==> src/rtl/tmr_pkg.sv <==
package tmr_pkg;
  typedef enum logic [1:0] {
    MODE_TIMER   = 2'd0,
    MODE_EVENT   = 2'd1,
    MODE_CAPTURE = 2'd2,
    MODE_HOLD    = 2'd3
  } tmr_mode_e;

  localparam logic [1:0] ADDR_PRELOAD = 2'd0;
  localparam logic [1:0] ADDR_CTRL    = 2'd1;
  localparam logic [1:0] ADDR_COUNT   = 2'd2;
  localparam logic [1:0] ADDR_STATUS  = 2'd3;
endpackage

==> src/rtl/tmr_in_sync.sv <==
module tmr_in_sync #(
  parameter int STAGES = 2
) (
  input  logic clk,
  input  logic rst_n,
  input  logic pin,
  output logic level,
  output logic rise,
  output logic fall
);
  // STAGES synchronizing flops plus one history flop for edge detection
  logic [STAGES:0] chain_q;

  always_ff @(posedge clk or negedge rst_n) begin
    if (!rst_n) chain_q <= '0;
    else        chain_q <= {chain_q[STAGES-1:0], pin};
  end

  assign level = chain_q[STAGES-1];
  assign rise  = chain_q[STAGES-1] & ~chain_q[STAGES];
  assign fall  = ~chain_q[STAGES-1] & chain_q[STAGES];
endmodule

==> src/rtl/tmr_prescaler.sv <==
module tmr_prescaler #(
  parameter int SEL_W = 3
) (
  input  logic             clk,
  input  logic             rst_n,
  input  logic             clear,
  input  logic             run,
  input  logic [SEL_W-1:0] sel,
  output logic             tick
);
  localparam int DIV_W = (1 << SEL_W) - 1;

  logic [DIV_W-1:0] div_q;
  logic [DIV_W:0]   one_hot;
  logic [DIV_W-1:0] mask;

  always_comb begin
    one_hot = {{DIV_W{1'b0}}, 1'b1} << sel;
    mask    = DIV_W'(one_hot - 1'b1);
  end

  assign tick = run & ((div_q & mask) == mask);

  always_ff @(posedge clk or negedge rst_n) begin
    if (!rst_n)     div_q <= '0;
    else if (clear) div_q <= '0;
    else if (run)   div_q <= div_q + 1'b1;
  end
endmodule

==> src/rtl/tmr_core.sv <==
module tmr_core #(
  parameter int W = 8
) (
  input  logic         clk,
  input  logic         rst_n,
  input  logic         load,
  input  logic         step,
  input  logic [W-1:0] start_val,
  output logic [W-1:0] cnt,
  output logic         full,
  output logic         wrap
);
  assign full = &cnt;

  always_ff @(posedge clk or negedge rst_n) begin
    if (!rst_n) begin
      cnt  <= '0;
      wrap <= 1'b0;
    end else begin
      wrap <= 1'b0;
      if (load) begin
        cnt <= start_val;
      end else if (step) begin
        if (full) begin
          cnt  <= start_val;
          wrap <= 1'b1;
        end else begin
          cnt <= cnt + 1'b1;
        end
      end
    end
  end
endmodule

==> src/rtl/reload_timer.sv <==
module reload_timer
  import tmr_pkg::*;
#(
  parameter int CNT_W       = 8,
  parameter int PSC_SEL_W   = 3,
  parameter int SYNC_STAGES = 2
) (
  input  logic             clk,
  input  logic             rst_n,
  input  logic             reg_wr,
  input  logic             reg_rd,
  input  logic [1:0]       reg_addr,
  input  logic [CNT_W-1:0] reg_wdata,
  output logic [CNT_W-1:0] reg_rdata,
  input  logic             ext_in,
  output logic             ovf_pulse,
  output logic             irq
);
  localparam int EN_BIT   = 0;
  localparam int MODE_LSB = 1;
  localparam int POL_BIT  = 3;
  localparam int PSEL_LSB = 4;
  localparam int IE_BIT   = PSEL_LSB + PSC_SEL_W;
  localparam int CTRL_W   = IE_BIT + 1;

  logic                 en_q, pol_q, ie_q, flag_q;
  tmr_mode_e            mode_q;
  logic [PSC_SEL_W-1:0] psel_q;
  logic [CNT_W-1:0]     preload_q;
  logic [CNT_W-1:0]     cnt_q;
  logic                 cnt_full;

  logic wr_pre, wr_ctl, wr_clr, rd_cnt, start, inhibit;
  logic pin_lvl, pin_rise, pin_fall, psc_tick, psc_run, src, step;

  assign wr_pre  = reg_wr && reg_addr == ADDR_PRELOAD;
  assign wr_ctl  = reg_wr && reg_addr == ADDR_CTRL;
  assign wr_clr  = reg_wr && reg_addr == ADDR_STATUS;
  assign rd_cnt  = reg_rd && reg_addr == ADDR_COUNT;
  assign start   = wr_ctl && reg_wdata[EN_BIT] && !en_q;
  assign inhibit = rd_cnt || wr_pre;

  tmr_in_sync #(.STAGES(SYNC_STAGES)) u_sync (
    .clk(clk), .rst_n(rst_n), .pin(ext_in),
    .level(pin_lvl), .rise(pin_rise), .fall(pin_fall)
  );

  assign psc_run = en_q && (mode_q == MODE_TIMER || mode_q == MODE_CAPTURE);

  tmr_prescaler #(.SEL_W(PSC_SEL_W)) u_psc (
    .clk(clk), .rst_n(rst_n), .clear(start), .run(psc_run),
    .sel(psel_q), .tick(psc_tick)
  );

  always_comb begin
    unique case (mode_q)
      MODE_TIMER:   src = psc_tick;
      MODE_EVENT:   src = pol_q ? pin_fall : pin_rise;
      MODE_CAPTURE: src = psc_tick && (pin_lvl ^ pol_q);
      default:      src = 1'b0;
    endcase
  end

  assign step = en_q && !inhibit && !start && src;

  tmr_core #(.W(CNT_W)) u_core (
    .clk(clk), .rst_n(rst_n), .load(start), .step(step),
    .start_val(preload_q), .cnt(cnt_q), .full(cnt_full), .wrap(ovf_pulse)
  );

  always_ff @(posedge clk or negedge rst_n) begin
    if (!rst_n) begin
      preload_q <= '0;
      en_q      <= 1'b0;
      mode_q    <= MODE_TIMER;
      pol_q     <= 1'b0;
      psel_q    <= '0;
      ie_q      <= 1'b0;
    end else begin
      if (wr_pre) preload_q <= reg_wdata;
      if (wr_ctl) begin
        en_q   <= reg_wdata[EN_BIT];
        mode_q <= tmr_mode_e'(reg_wdata[MODE_LSB +: 2]);
        pol_q  <= reg_wdata[POL_BIT];
        psel_q <= reg_wdata[PSEL_LSB +: PSC_SEL_W];
        ie_q   <= reg_wdata[IE_BIT];
      end
    end
  end

  always_ff @(posedge clk or negedge rst_n) begin
    if (!rst_n)                  flag_q <= 1'b0;
    else if (step && cnt_full)   flag_q <= 1'b1;
    else if (wr_clr)             flag_q <= 1'b0;
  end

  assign irq = flag_q && ie_q;

  always_comb begin
    unique case (reg_addr)
      ADDR_PRELOAD: reg_rdata = preload_q;
      ADDR_CTRL:    reg_rdata = CNT_W'({ie_q, psel_q, pol_q, mode_q, en_q});
      ADDR_COUNT:   reg_rdata = cnt_q;
      default:      reg_rdata = CNT_W'(flag_q);
    endcase
  end

  if (CTRL_W > CNT_W) begin : g_width_check
    initial $error("reload_timer: CNT_W too narrow for control register");
  end
endmodule

==> config.mk <==
export PLATFORM = sky130hd
export DESIGN_NAME = reload_timer
export DESIGN_NICKNAME = d
export VERILOG_FILES = /design/src/rtl/tmr_pkg.sv /design/src/rtl/tmr_in_sync.sv /design/src/rtl/tmr_prescaler.sv /design/src/rtl/tmr_core.sv /design/src/rtl/reload_timer.sv
export SDC_FILE = /design/constraint.sdc
export NUM_CORES = 1
export LEC_CHECK = 0
export CORE_ASPECT_RATIO = 0.7
export CORE_MARGIN = 2
export CORE_UTILIZATION = 50
export DETAILED_ROUTE_END_ITERATION = 12
export GPL_ROUTABILITY_DRIVEN = 0
export PLACE_DENSITY_LB_ADDON = 0.12
export SLEW_MARGIN = 0
export SYNTH_ARGS = -nofsm -noshare
export SYNTH_HDL_FRONTEND = slang
export SYNTH_SLANG_ARGS = --single-unit
==> constraint.sdc <==
create_clock -name clk -period 2.2 [get_ports clk]
set_clock_uncertainty 0.05 [all_clocks]
set_input_delay 0.44 -clock clk [delete_from_list [all_inputs] [get_ports clk]]
set_output_delay 0.44 -clock clk [all_outputs]
set_load 0.01 [all_outputs]
==> impl_metrics.toml <==
[synth]
synth_seq_cells = 36
synth_async_sr_flop_share_pct = 100
synthCells = 201
syn-num-nets = 218
syn-cell-area_um2 = 2010
ys_seq_area_share_pct = 44.8
synth_top_flop_cell = "dfrtp_1"
syn_avg_cell_area_um2 = 10.0
yosysWarnings = 0
synth_edf_count = 0
post_synth_num_cell_types = 46

[global_routing]
grt_max_degree = 37
overflow = 0
grt_usage_pct = 24.8
antenna_found_initial = 0
grt_pass1_vias = 1694
grt_pass1_wl_um = 8540

[critical_path]
cp_cell_sequence = "clkdlybuf4s50_1, nand3b_1, or3b_4, buf_4, nand2_1, a21oi_1, or3b_2"
end_kind = "flip-flop"
slowest_stage = "clkdlybuf4s50_1"
crit_arrival_ns = 2.22
critPathTopFamily = "simple AND/OR/NAND/NOR gates"
cp_max_fo = 7
required_ns = 2.30
critPathKind = "primary input to flip-flop"
critPathLaunchType = "primary input"
cp_slowest_stage_delay_ns = 0.48
critPathBufInv = 2

[place]
place_area_um2 = 2450
port_buffers = 24
dp_slack_ns = -0.385
hpwl_um = 3660
dp_cells = 290

[die]
io_pins = 25
die_h_um = 57.1
die_w_um = 79.8
die_area_um2 = 4550
start_util_pct = 51.6
placeableCoreArea_um2 = 3900
rows = 19

[clock_network]
root_buffer = "clkbuf_8"
cts_tree = "yes"
cts.sinks = 36
cts_max_path_buffers = 2
path_clk_slew_ns = 0.07
numCtsBuffers = 5
ctsHoldBuffers = 0
postCtsSetupBuffers = 0
htree_levels = 2
clkLatencyLatePin_ns = 0.29

[route]
vias_per_cell = 5.82
post_drt_wl_per_cell_um = 16.7
drtAntennaViolNets = 0
drt_iter0_drc = 200
vias = 1735
wl_um = 4990
first_pass_iters = 4
drc_errors = 0

[timing]
max_freq_mhz = 473
setup_ws_ns = 0.0859
tightest_slew_ns = 0.458
tns_ns = 0
setup_violations = 0
period_share_pct = 96.1
finalMaxSlewViolations = 0
maxSlewHeadroom_pct = 69.4
hold_violations = 0
period_needed_ns = 2.11
rsz0062_at_grt = "no"

[layout]
utilization_pct = 66.3
layout_common_cells = "dfrtp_1 (35), nand2_1 (27), buf_4 (22), o21ai_0 (18), mux2_2 (16)"
drive_gt1_share_pct = 24.0
stdcell_count = 298
area_growth_syn_to_layout_pct = 28.6
final_cell_area_um2 = 2580
nNetsFinal = 262
diodes = 0
final_common_cell = "dfrtp_1"

[run]
maxCapViolCount = 0

[worst_hold_path]
min_path_type = "flip-flop to flip-flop"

[power_and_ir_drop]
peakVddDrop_v = 0.000470
leakagePower_nw = 1.18
p_per_area_nw_per_um2 = 956

[status]
status = "complete, no violations"
==> cell usage after synthesis, types with 2 or more instances <==
cell      count  area, um^2
nand2b_1      4        25.0
mux2i_1       9        90.1
nor2_1        6        22.5
or3_1         2        12.5
inv_1         2        7.51
a21oi_1       7        35.0
and4_1        2        17.5
mux2_2       16         180
or2_2         2        12.5
and2_1        2        12.5
xor2_1        5        43.8
or3b_2        2        17.5
nor2b_1       4        25.0
nand3_1      10        50.1
nor3_1        5        25.0
nor3b_1       2        15.0
buf_2         2        10.0
o21ai_0      18        90.1
ha_1          2        25.0
nand4_1       5        31.3
a311oi_1      3        26.3
clkbuf_1      6        22.5
nand2_1      27         101
dfrtp_1      36         901
==> metal layers <==
layer | vias up | share of wire, % | GRT usage, %
li1 | 823 | - | -
met1 | 842 | 48 | 36.7
met2 | 56 | 43 | 36.3
met3 | 14 | 7.0 | 6.17
met4 | 0 | 1.9 | 7.51
met5 | - | 0 | 0
==> flip-flops by register name (all words and copies together) (netlist names) <==
signal,count
mode_q,2
psel_q,3
en_q,1
u_sync.chain_q,3
flag_q,1
u_core.wrap,1
ie_q,1
pol_q,1
preload_q,8
u_psc.div_q,7
u_core.cnt,8
==> through the flow <==
step | total power, W | hold slack (ns)
3_5_place_dp | 0.00190 | 0.304
6_report | 0.00247 | 0.315
2_1_floorplan | 0.00155 | 0.0944
4_1_cts | 0.00247 | 0.322
3_3_place_gp | 0.00186 | 0.292
5_1_grt | 0.00263 | 0.324
==> final cells by class <==
class                   instances  area, um^2
fillers                       304        1310
multi-input cells             152        1050
flip-flops and latches         36         902
repair buffers                 48         452
clock buffers                   6        72.6
well taps                      52        65.1
clock inverters                 2        35.0
inverters                       2        7.51
==> cell families (layout without fill, tap and decap cells) <==
| group | after synthesis | count (layout) | share of synthesized area (%) |
|---|---|---|---|
| muxes | 27 | 27 | 15.3 |
| DFF | 36 | 36 | 44.8 |
| xor gates and xnor gates | 5 | 5 | 2.18 |
| adders and majority gates | 2 | 2 | 1.24 |
| buffers and inverters | 13 | 58 | 3.11 |
| and+or+nand+nor | 76 | 76 | 19.9 |
| AOI/OAI and AO/OA | 42 | 42 | 13.5 |
==> power by group <==
group	switching, W	internal (W)	leakage [nW]
Sequential	0.000270	0.000842	0.431
Clock	0.000235	0.000336	0.0552
Combinational	0.000368	0.000419	0.690
==> what timing repair did <==
item,in CTS,in global routing
pin swaps,0,1
resized for setup,9,8
endpoints found under the setup margin,11,7
==> path summary, 6_finish.rpt <==
check	startpoint	to	slack, ns	depth (start not counted)
worst max-delay path	reg_wr	u_core.cnt[7]$_DFFE_PN0P_	0.09	7
worst max register to register	pol_q$_DFFE_PN0P_	u_core.cnt[1]$_DFFE_PN0P_	0.09	5
max in group asynchronous	rst_n	mode_q[0]$_DFFE_PN0P_	1.25	2
worst min-delay path	u_sync.chain_q[0]$_DFF_PN0_	u_sync.chain_q[1]$_DFF_PN0_	0.31	0
min in group asynchronous	rst_n	u_sync.chain_q[0]$_DFF_PN0_	0.50	2
worst min register to register	u_sync.chain_q[0]$_DFF_PN0_	u_sync.chain_q[1]$_DFF_PN0_	0.31	0
Power figures use the tool's default switching activity.
